--- config.mk ---
export PLATFORM = sky130hd
export DESIGN_NAME = store_wbuf
export DESIGN_NICKNAME = d
export VERILOG_FILES = /design/src/rtl/wbuf_pkg.sv /design/src/rtl/wbuf_slots.sv /design/src/rtl/wbuf_lineaddr.sv /design/src/rtl/wbuf_ctrl.sv /design/src/rtl/store_wbuf.sv
export SDC_FILE = /design/constraint.sdc
export NUM_CORES = 1
export LEC_CHECK = 0
export BUFFER_PORTS_ARGS = -buffer_cell sky130_fd_sc_hd__buf_2
export CAP_MARGIN = 10
export CORE_MARGIN = 3
export CORE_UTILIZATION = 40
export CTS_BUF_LIST = sky130_fd_sc_hd__clkbuf_8 sky130_fd_sc_hd__clkbuf_16
export DETAILED_ROUTE_END_ITERATION = 8
export GPL_ROUTABILITY_DRIVEN = 0
export PLACE_DENSITY = 0.61
export SETUP_SLACK_MARGIN = 0.5
export SLEW_MARGIN = 10
export SYNTH_ARGS = -nofsm -noshare
export SYNTH_HDL_FRONTEND = slang
export SYNTH_SLANG_ARGS = --single-unit
--- constraint.sdc ---
create_clock -name clk -period 7.1 [get_ports clk]
set_input_delay 1.42 -clock clk [delete_from_list [all_inputs] [get_ports clk]]
set_output_delay 1.42 -clock clk [all_outputs]
set_load 0.01 [all_outputs]
--- src/rtl/wbuf_pkg.sv ---
package wbuf_pkg;

    typedef enum logic [1:0] {
        S_OPEN  = 2'd0,
        S_FILL  = 2'd1,
        S_DRAIN = 2'd2
    } wbuf_state_e;

endpackage

--- src/rtl/wbuf_slots.sv ---
module wbuf_slots #(
    parameter int DEPTH = 4,
    parameter int W     = 96
) (
    input  logic                         clk,
    input  logic                         rst_n,
    input  logic                         push,
    input  logic [W-1:0]                 din,
    input  logic                         pop,
    output logic [W-1:0]                 dout,
    output logic [$clog2(DEPTH+1)-1:0]   count
);
    localparam int PTR_W = (DEPTH > 1) ? $clog2(DEPTH) : 1;
    localparam int CNT_W = $clog2(DEPTH+1);

    logic [W-1:0]     mem [DEPTH];
    logic [PTR_W-1:0] wr_ptr;
    logic [PTR_W-1:0] rd_ptr;

    function automatic logic [PTR_W-1:0] bump(input logic [PTR_W-1:0] p);
        if (p == PTR_W'(DEPTH-1)) begin
            return '0;
        end
        return p + PTR_W'(1);
    endfunction

    always_ff @(posedge clk) begin
        if (!rst_n) begin
            wr_ptr <= '0;
            rd_ptr <= '0;
            count  <= '0;
        end else begin
            if (push) begin
                wr_ptr <= bump(wr_ptr);
            end
            if (pop) begin
                rd_ptr <= bump(rd_ptr);
            end
            unique case ({push, pop})
                2'b10:   count <= count + CNT_W'(1);
                2'b01:   count <= count - CNT_W'(1);
                default: count <= count;
            endcase
        end
    end

    for (genvar g = 0; g < DEPTH; g++) begin : g_slot
        always_ff @(posedge clk) begin
            if (push && wr_ptr == PTR_W'(g)) begin
                mem[g] <= din;
            end
        end
    end

    assign dout = mem[rd_ptr];

endmodule

--- src/rtl/wbuf_lineaddr.sv ---
module wbuf_lineaddr #(
    parameter int ADDR_W = 32,
    parameter int DATA_W = 64,
    parameter int DEPTH  = 4
) (
    input  logic              clk,
    input  logic              rst_n,
    input  logic              line_start,
    input  logic              line_step,
    input  logic              in_fill,
    input  logic              cpu_line,
    input  logic [ADDR_W-1:0] cpu_addr,
    output logic [ADDR_W-1:0] push_addr,
    output logic              last_beat
);
    localparam int WORD_BYTES = DATA_W / 8;
    localparam int WORD_SH    = $clog2(WORD_BYTES);
    localparam int OFFS_W     = $clog2(DEPTH * WORD_BYTES);
    localparam int BEAT_W     = (DEPTH > 1) ? $clog2(DEPTH) : 1;

    logic [ADDR_W-1:0] base_q;
    logic [BEAT_W-1:0] beat_q;
    logic [ADDR_W-1:0] aligned;

    assign aligned = {cpu_addr[ADDR_W-1:OFFS_W], {OFFS_W{1'b0}}};

    always_ff @(posedge clk) begin
        if (!rst_n) begin
            base_q <= '0;
            beat_q <= '0;
        end else if (line_start) begin
            base_q <= aligned;
            beat_q <= BEAT_W'(1);
        end else if (line_step) begin
            beat_q <= beat_q + BEAT_W'(1);
        end
    end

    always_comb begin
        if (in_fill) begin
            push_addr = base_q + (ADDR_W'(beat_q) << WORD_SH);
        end else if (cpu_line) begin
            push_addr = aligned;
        end else begin
            push_addr = cpu_addr;
        end
    end

    assign last_beat = (beat_q == BEAT_W'(DEPTH-1));

endmodule

--- src/rtl/wbuf_ctrl.sv ---
module wbuf_ctrl
    import wbuf_pkg::*;
#(
    parameter int DEPTH = 4
) (
    input  logic                       clk,
    input  logic                       rst_n,
    input  logic                       cpu_valid,
    input  logic                       cpu_line,
    input  logic [$clog2(DEPTH+1)-1:0] occ,
    input  logic                       pop,
    input  logic                       last_beat,
    output logic                       cpu_ready,
    output logic                       push,
    output logic                       line_start,
    output logic                       line_step,
    output logic                       in_fill,
    output logic                       cpu_empty
);
    localparam int CNT_W = $clog2(DEPTH+1);

    wbuf_state_e state_q, state_d;

    always_ff @(posedge clk) begin
        if (!rst_n) begin
            state_q <= S_OPEN;
        end else begin
            state_q <= state_d;
        end
    end

    always_comb begin
        state_d = state_q;
        unique case (state_q)
            S_OPEN: begin
                if (line_start) state_d = S_FILL;
            end
            S_FILL: begin
                if (push && last_beat) state_d = S_DRAIN;
            end
            S_DRAIN: begin
                if (pop && occ == CNT_W'(1)) state_d = S_OPEN;
            end
            default: state_d = S_OPEN;
        endcase
    end

    always_comb begin
        cpu_ready = 1'b0;
        in_fill   = 1'b0;
        unique case (state_q)
            S_OPEN: begin
                cpu_ready = (occ < CNT_W'(DEPTH)) && !(cpu_line && occ != '0);
            end
            S_FILL: begin
                cpu_ready = 1'b1;
                in_fill   = 1'b1;
            end
            S_DRAIN: begin
                cpu_ready = 1'b0;
            end
            default: cpu_ready = 1'b0;
        endcase
        push       = cpu_valid && cpu_ready;
        line_start = push && (state_q == S_OPEN) && cpu_line;
        line_step  = push && (state_q == S_FILL);
        cpu_empty  = (occ == '0) && (state_q != S_FILL);
    end

endmodule

--- src/rtl/store_wbuf.sv ---
module store_wbuf #(
    parameter int ADDR_W = 32,
    parameter int DATA_W = 64,
    parameter int DEPTH  = 4
) (
    input  logic              clk,
    input  logic              rst_n,
    input  logic              cpu_valid,
    output logic              cpu_ready,
    input  logic              cpu_line,
    input  logic [ADDR_W-1:0] cpu_addr,
    input  logic [DATA_W-1:0] cpu_data,
    output logic              cpu_empty,
    output logic              bus_valid,
    output logic [ADDR_W-1:0] bus_addr,
    output logic [DATA_W-1:0] bus_data,
    input  logic              bus_ack
);
    localparam int CNT_W = $clog2(DEPTH+1);
    localparam int ENT_W = ADDR_W + DATA_W;

    logic [CNT_W-1:0]  occ;
    logic              push;
    logic              pop;
    logic              line_start;
    logic              line_step;
    logic              in_fill;
    logic              last_beat;
    logic [ADDR_W-1:0] push_addr;
    logic [ENT_W-1:0]  head;

    assign bus_valid = (occ != '0);
    assign pop       = bus_valid && bus_ack;
    assign bus_addr  = head[ENT_W-1:DATA_W];
    assign bus_data  = head[DATA_W-1:0];

    wbuf_ctrl #(.DEPTH(DEPTH)) ctrl_i (
        .clk        (clk),
        .rst_n      (rst_n),
        .cpu_valid  (cpu_valid),
        .cpu_line   (cpu_line),
        .occ        (occ),
        .pop        (pop),
        .last_beat  (last_beat),
        .cpu_ready  (cpu_ready),
        .push       (push),
        .line_start (line_start),
        .line_step  (line_step),
        .in_fill    (in_fill),
        .cpu_empty  (cpu_empty)
    );

    wbuf_lineaddr #(.ADDR_W(ADDR_W), .DATA_W(DATA_W), .DEPTH(DEPTH)) addr_i (
        .clk        (clk),
        .rst_n      (rst_n),
        .line_start (line_start),
        .line_step  (line_step),
        .in_fill    (in_fill),
        .cpu_line   (cpu_line),
        .cpu_addr   (cpu_addr),
        .push_addr  (push_addr),
        .last_beat  (last_beat)
    );

    wbuf_slots #(.DEPTH(DEPTH), .W(ENT_W)) slots_i (
        .clk   (clk),
        .rst_n (rst_n),
        .push  (push),
        .din   ({push_addr, cpu_data}),
        .pop   (pop),
        .dout  (head),
        .count (occ)
    );

endmodule

==> results of run 1 <==
## kinds of logic (layout without fill, tap and decap cells)
family | count (synthesis) | after routing | synth area share
DFF | 424 | 424 | 0.7673
and+or+nand+nor | 172 | 172 | 0.04500
muxes | 127 | 127 | 0.1538
buffers and inverters | 47 | 298 | 0.01658
AOI/OAI and AO/OA | 15 | 15 | 0.007085
adders and majority gates | 11 | 11 | 0.008564
xor gates and xnor gates | 3 | 3 | 0.001635
other | 0 | 2 | 0
## registers in the layout, summed over array words and instances, names as in the netlist, named ones only
| name | flops |
|---|---|
| slots_i.rd_ptr | 2 |
| addr_i.base_q | 27 |
| ctrl_i.state_q | 2 |
| slots_i.mem | 384 |
| addr_i.beat_q | 2 |
| slots_i.count | 3 |
| slots_i.wr_ptr | 2 |
## where the power goes
group          total [W]  internal [W]  switching (W)
clock            0.00216       0.00125       0.000918
combinational    0.00148      0.000663       0.000815
sequential       0.00326       0.00312       0.000145
total            0.00690       0.00503        0.00188
## worst max-delay path by stage
stage | end | startpoint | cells after the start
floorplan | slots_i.mem[0][0]$_DFFE_PP_ | cpu_valid | 3
global placement | slots_i.mem[0][95]$_DFFE_PP_ | cpu_valid | 5
detailed placement | slots_i.mem[0][70]$_DFFE_PP_ | cpu_valid | 5
CTS | bus_data[32] | register | 3
global route | bus_data[41] | register | 3
finish | bus_data[27] | register | 3
## metal layers
layer | up-vias | track usage | part of all wire
met4 | 8 | 0.03830 | 0.018
met1 | 4095 | 0.2218 | 0.43
met3 | 53 | 0.04142 | 0.071
met5 | - | 0 | 0.0017
li1 | 3585 | - | -
met2 | 211 | 0.2441 | 0.48
## synthesized netlist by cell type, types with 3 or more instances
cell type  count
edfxtp_1     384
nand2_1      145
mux4_2        96
dfxtp_1       40
mux2i_1       31
buf_2         15
clkbuf_1      15
ha_1          11
buf_6          9
and2_1         6
inv_1          6
o21a_1         5
and3_1         4
nor2_1         4
a21boi_0       3
nand2b_1       3
xnor2_1        3
## through the flow
step           total power, W  hold slack [ns]  area, um2  std cells  utilization
5_1_grt              0.007238           0.4779      18970       1569       0.4841
2_1_floorplan        0.004259           0.4350      16070        799            -
4_1_cts              0.007025           0.4587      18970       1568       0.4840
3_3_place_gp         0.004824           0.4422      17590       1487       0.4489
6_report             0.006905           0.4553      18970       1570       0.4842
3_5_place_dp         0.004850           0.4474      17590       1487       0.4489
## worst max-delay path, stage by stage (launching register included)
cell	delay, ns
dfxtp_4	0.98
buf_12	0.48
mux4_2	0.60
buf_2	0.16
## cell type report
| cell class | instances | area, um2 |
|---|---|---|
| flip-flops and latches | 424 | 12340 |
| fillers | 3292 | 20210 |
| diodes | 2 | 5.005 |
| clock inverters | 33 | 221.5 |
| well taps | 518 | 648.1 |
| multi-input cells | 328 | 3486 |
| repair buffers | 210 | 1091 |
| inverters | 7 | 26.28 |
| clock buffers | 48 | 1156 |
## placed cells by master (no fill, tap or decap), types with 2 or more instances in the layout
cell type and instances:
buf_4 10, dfxtp_4 2, a21boi_0 3, diode_2 2
nand2b_1 3, clkinv_2 10, bufinv_16 2, buf_2 199
o21ai_0 2, clkbuf_16 44, inv_1 18, clkbuf_8 4
mux4_2 96, and3_2 2, nand3_1 2, nor2_1 4
and2_1 2, mux2i_1 31, clkinvlp_4 4, xnor2_1 3
dfxtp_1 38, ha_1 11, and3_1 4, o21a_1 5
and2_4 4, nand2_1 145, a21oi_1 2, clkinv_1 3
edfxtp_1 384
==> flow_summary.yaml, run 1 <==
logic_synthesis:
  ys_ff_latch: 424
  synth_area_um2: 16070
  synth_cell_types: 32
  synth_edf_count: 384
  yosysTopAreaCell: "edfxtp_1"
  syn_inst: 799
  synthArstFlopShare: 0
  ys_seq_area_frac: 0.7673
  yosysTopAreaCellShare: 0.7175
  synth_nets: 911
  synth_area_leaders: "edfxtp_1 72%, mux4_2 13%, dfxtp_1 5.0%, nand2_1 3.4%, mux2i_1 1.9%"
  ys_warn_count: 0
  synthFlopType: "edfxtp_1"
  synth.avg_cell_area_um2: 20.11
grt:
  grt_pass1_vias: 8325
  grt_overflow: 0
  grtUsageTotal: 0.1564
  grt_max_degree: 68
  grt_pass1_wl_um: 50220
  antenna_found_initial: 8
detailed_routing:
  detail_route.wl_per_cell_um: 21.19
  drt-initial-drc-count: 527
  antenna_left: 0
  vias: 7952
  routed_via_density: 5.065
  drt-total-wl_um: 33260
  drtPass1Iterations: 4
  drc: 0
die:
  die_y_um: 206.4
  dieArea_um2: 42620
  initial_core_util: 0.4101
  die_x_um: 206.4
  top_level_ports: 200
  std_cell_rows: 72
  core_um2: 39190
power:
  p_leak_nw: 6.578
  ir_drop_v: 0.0001905
  power_density_nw_per_um2: 363.9
sta:
  slew_headroom: 0.3660
  finalCriticalPeriod_ns: 4.197
  layout_setup_ws_ns: 2.903
  drv_slew: 0
  setup_viol: 0
  timing.fmax_ghz: 0.2382
  finalHoldViolations: 0
  fin_skew_ns: 0.01333
  tightest_slew_ns: 0.9510
  rsz0062_at_grt: "no"
  tns_ns: 0
  min_period_over_period: 0.5912
placed_design:
  preCtsSetupSlack_ns: 2.934
  port_buffers: 199
  dp_hpwl_um: 20270
worst_setup_path:
  cp-start-kind: "register"
  cp-end-kind: "output pin"
  r2r_slack_ns: 3.87
  crit_fanout: 53
  reg2reg_to: "slots_i.mem[2][62]$_DFFE_PP_"
  worstPathArrival_ns: 2.78
  cp.required_ns: 5.68
  r2r_cells: 6
  rr_startpoint: "slots_i.count[0]$_SDFFE_PN0P_"
  worstSetupPathType: "reg -> out"
clocking:
  clock_latency_ns: 0.54
  htree_levels: 2
  clk_path_buf_depth: 3
  cts_inserted_buffers: 44
  clockRootBuffer: "clkbuf_16"
  postCtsHoldBufs: 0
  cts.sink_count: 424
  clk_pin_slew_ns: 0.06
  tritoncts: "built"
  post_cts_buffers: 0
  ctsResizeCount: 0
cells_and_area:
  nets: 1127
  synthToLayoutAreaGrowth_pct: 18.05
  drive_gt1_frac: 0.3686
hold_path:
  whs_path_depth: 2
  holdCritPathClass: "reg -> reg"
  min-delay-start: "addr_i.base_q[8]$_SDFFE_PN0P_"
  holdPathEnd: "addr_i.base_q[8]$_SDFFE_PN0P_"
flow_run:
  maxCapViolations: 0
outcome:
  status: "finished clean"
Note: power is estimated with default switching activity, not from simulation.
==> inputs of run 2 (changes only) <==
--- a/config.mk
+++ b/config.mk
@@ -12,7 +12,7 @@
 export CTS_BUF_LIST = sky130_fd_sc_hd__clkbuf_8 sky130_fd_sc_hd__clkbuf_16
 export DETAILED_ROUTE_END_ITERATION = 8
 export GPL_ROUTABILITY_DRIVEN = 0
-export PLACE_DENSITY = 0.61
+export PLACE_DENSITY = 0.63
 export SETUP_SLACK_MARGIN = 0.5
 export SLEW_MARGIN = 10
 export SYNTH_ARGS = -nofsm -noshare
==> constraint.sdc (replaced) <==
create_clock -name clk -period 3.35 [get_ports clk]
set_input_delay 0.67 -clock clk [delete_from_list [all_inputs] [get_ports clk]]
set_output_delay 0.67 -clock clk [all_outputs]
set_load 0.01 [all_outputs]
==> run 2 against run 1 <==
Critical path depth unchanged. Power rose by 120%. Combinational power up 140%. Utilization is 1.1 points higher. Cell count rose by 1.3%. Sequential share of layout area is 1.4 points lower. Clock power up 120%. Worst hold slack lost 0.13 ns. Critical endpoint is now bus_data[52]. Highest routed layer unchanged.
==> flow_summary.yaml, run 2 (synthesized netlist as in run 1, its figures left out) <==
worst_setup_path:
  cp-start-kind: "register"
  worstSetupPathType: "reg -> out"
  crit_fanout: 19
  path_cells: "buf_4, mux4_2, buf_2"
  crit_slowest_cell: "dfxtp_4"
  r2r_slack_ns: 0.87
  max_stage_delay_ns: 0.61
  cp-end-kind: "output pin"
  worstPathArrival_ns: 1.99
  cp.required_ns: 2.68
clocking:
  post_cts_buffers: 7
  clk_path_buf_depth: 3
  cts_inserted_buffers: 45
  clockRootBuffer: "clkbuf_16"
  cts.sink_count: 424
  tritoncts: "built"
  clk_pin_slew_ns: 0.06
  clock_latency_ns: 0.55
  ctsResizeCount: 0
  postCtsHoldBufs: 0
  htree_levels: 2
sta:
  tns_ns: 0
  tightest_slew_ns: 0.8098
  finalHoldViolations: 0
  finalCriticalPeriod_ns: 2.664
  setup_viol: 0
  fin_skew_ns: 0.009916
  timing.fmax_ghz: 0.3754
  min_period_over_period: 0.7951
  slew_headroom: 0.4602
  layout_setup_ws_ns: 0.6865
  rsz0062_at_grt: "no"
  drv_slew: 0
cells_and_area:
  mostFrequentLayoutCells: "384 x edfxtp_1, 199 x buf_2, 145 x nand2_1"
  drive_gt1_frac: 0.3797
  largestRegisters: "slots_i.mem (384), addr_i.base_q (27), slots_i.count (3)"
  post-route-util: 0.4948
  top_register: "slots_i.mem"
  synthToLayoutAreaGrowth_pct: 20.65
  fill_cells: 3230
  largest_register_ffs: 384
  layout_commonest_cell: "edfxtp_1"
  nets: 1150
placed_design:
  dp_hpwl_um: 21300
  preCtsSetupSlack_ns: 0.6893
  port_buffers: 199
detailed_routing:
  drtPass1Iterations: 5
  detail_route.wl_per_cell_um: 21.50
  vias: 8050
  drt-total-wl_um: 34200
  antenna_left: 0
  routed_via_density: 5.060
  drt-initial-drc-count: 528
  drc: 0
power:
  total_power_w: 0.01502
  ir_drop_v: 0.0003552
  power_density_nw_per_um2: 774.7
  p_leak_nw: 6.773
die:
  top_level_ports: 200
  die_x_um: 206.4
  dieArea_um2: 42620
  initial_core_util: 0.4101
  die_y_um: 206.4
  std_cell_rows: 72
  core_um2: 39190
flow_run:
  maxCapViolations: 0
grt:
  grtUsageTotal: 0.1626
  use_met1: 0.2226
  grt_max_degree: 42
  met3_usage: 0.04568
  grt_pass1_wl_um: 51510
  grt_overflow: 0
  grt_pass1_vias: 8473
  busiest_layer: "met2"
  antenna_found_initial: 6
  met2_usage: 0.2570
hold_path:
  holdCritPathClass: "in -> reg"
outcome:
  status: "finished clean"
## run 2: changes by cell type in the layout (fill, tap and decap cells not counted), moves of 3 or more
cell	before	now
buf_4	10	16
buf_12	1	16
clkinv_1	3	7
clkbuf_16	44	47
clkinvlp_4	4	1
clkbuf_8	4	1
## run 2: path summary, 6_finish.rpt
| check | from | to | cells after the start |
|---|---|---|---|
| worst max-delay path | register | bus_data[52] | 3 |
| worst min register to register | addr_i.base_q[15]$_SDFFE_PN0P_ | addr_i.base_q[15]$_SDFFE_PN0P_ | 2 |
| worst max register to register | slots_i.count[0]$_SDFFE_PN0P_ | slots_i.mem[0][14]$_DFFE_PP_ | 6 |
| worst min-delay path | cpu_data[16] | slots_i.mem[3][16]$_DFFE_PP_ | 1 |
## run 2: final cells by class
| cell class | count | area, um2 | share of cell area |
|---|---|---|---|
| diodes | 1 | 2.502 | 0.0001290 |
| inverters | 7 | 26.28 | 0.001355 |
| multi-input cells | 328 | 3493 | 0.1802 |
| repair buffers | 232 | 1464 | 0.07549 |
| well taps | 518 | 648.1 | 0.03342 |
| flip-flops and latches | 424 | 12340 | 0.6363 |
| clock inverters | 33 | 227.7 | 0.01174 |
| clock buffers | 48 | 1190 | 0.06136 |
## run 2: stage by stage
| step | std cells | cell area, um2 | hold slack (ns) |
|---|---|---|---|
| floorplan | 799 | 16080 | 0.4350 |
| global placement | 1502 | 17860 | 0.4417 |
| detailed placement | 1502 | 17860 | 0.4495 |
| CTS | 1590 | 19390 | 0.2870 |
| global route | 1590 | 19390 | 0.2934 |
| finish | 1591 | 19390 | 0.3270 |
## run 2: power breakdown
| part | total (W) | internal (W) | switching, W |
|---|---|---|---|
| registers | 0.00680 | 0.00660 | 0.000199 |
| logic | 0.00352 | 0.00161 | 0.00191 |
| clock network | 0.00471 | 0.00278 | 0.00193 |
| total | 0.0150 | 0.0110 | 0.00403 |
## run 2: routing by layer
metal | vias up | routed length, um
met5 | - | 73
li1 | 3637 | -
met3 | 62 | 2344
met4 | 10 | 799
met2 | 217 | 16470
met1 | 4124 | 14520
## run 2: worst max-delay path: cells and delay by family (launching register included)
kind | cells | cell delay [ns]
buf+inv | 2 | 0.48
flops | 1 | 0.61
mux | 1 | 0.34
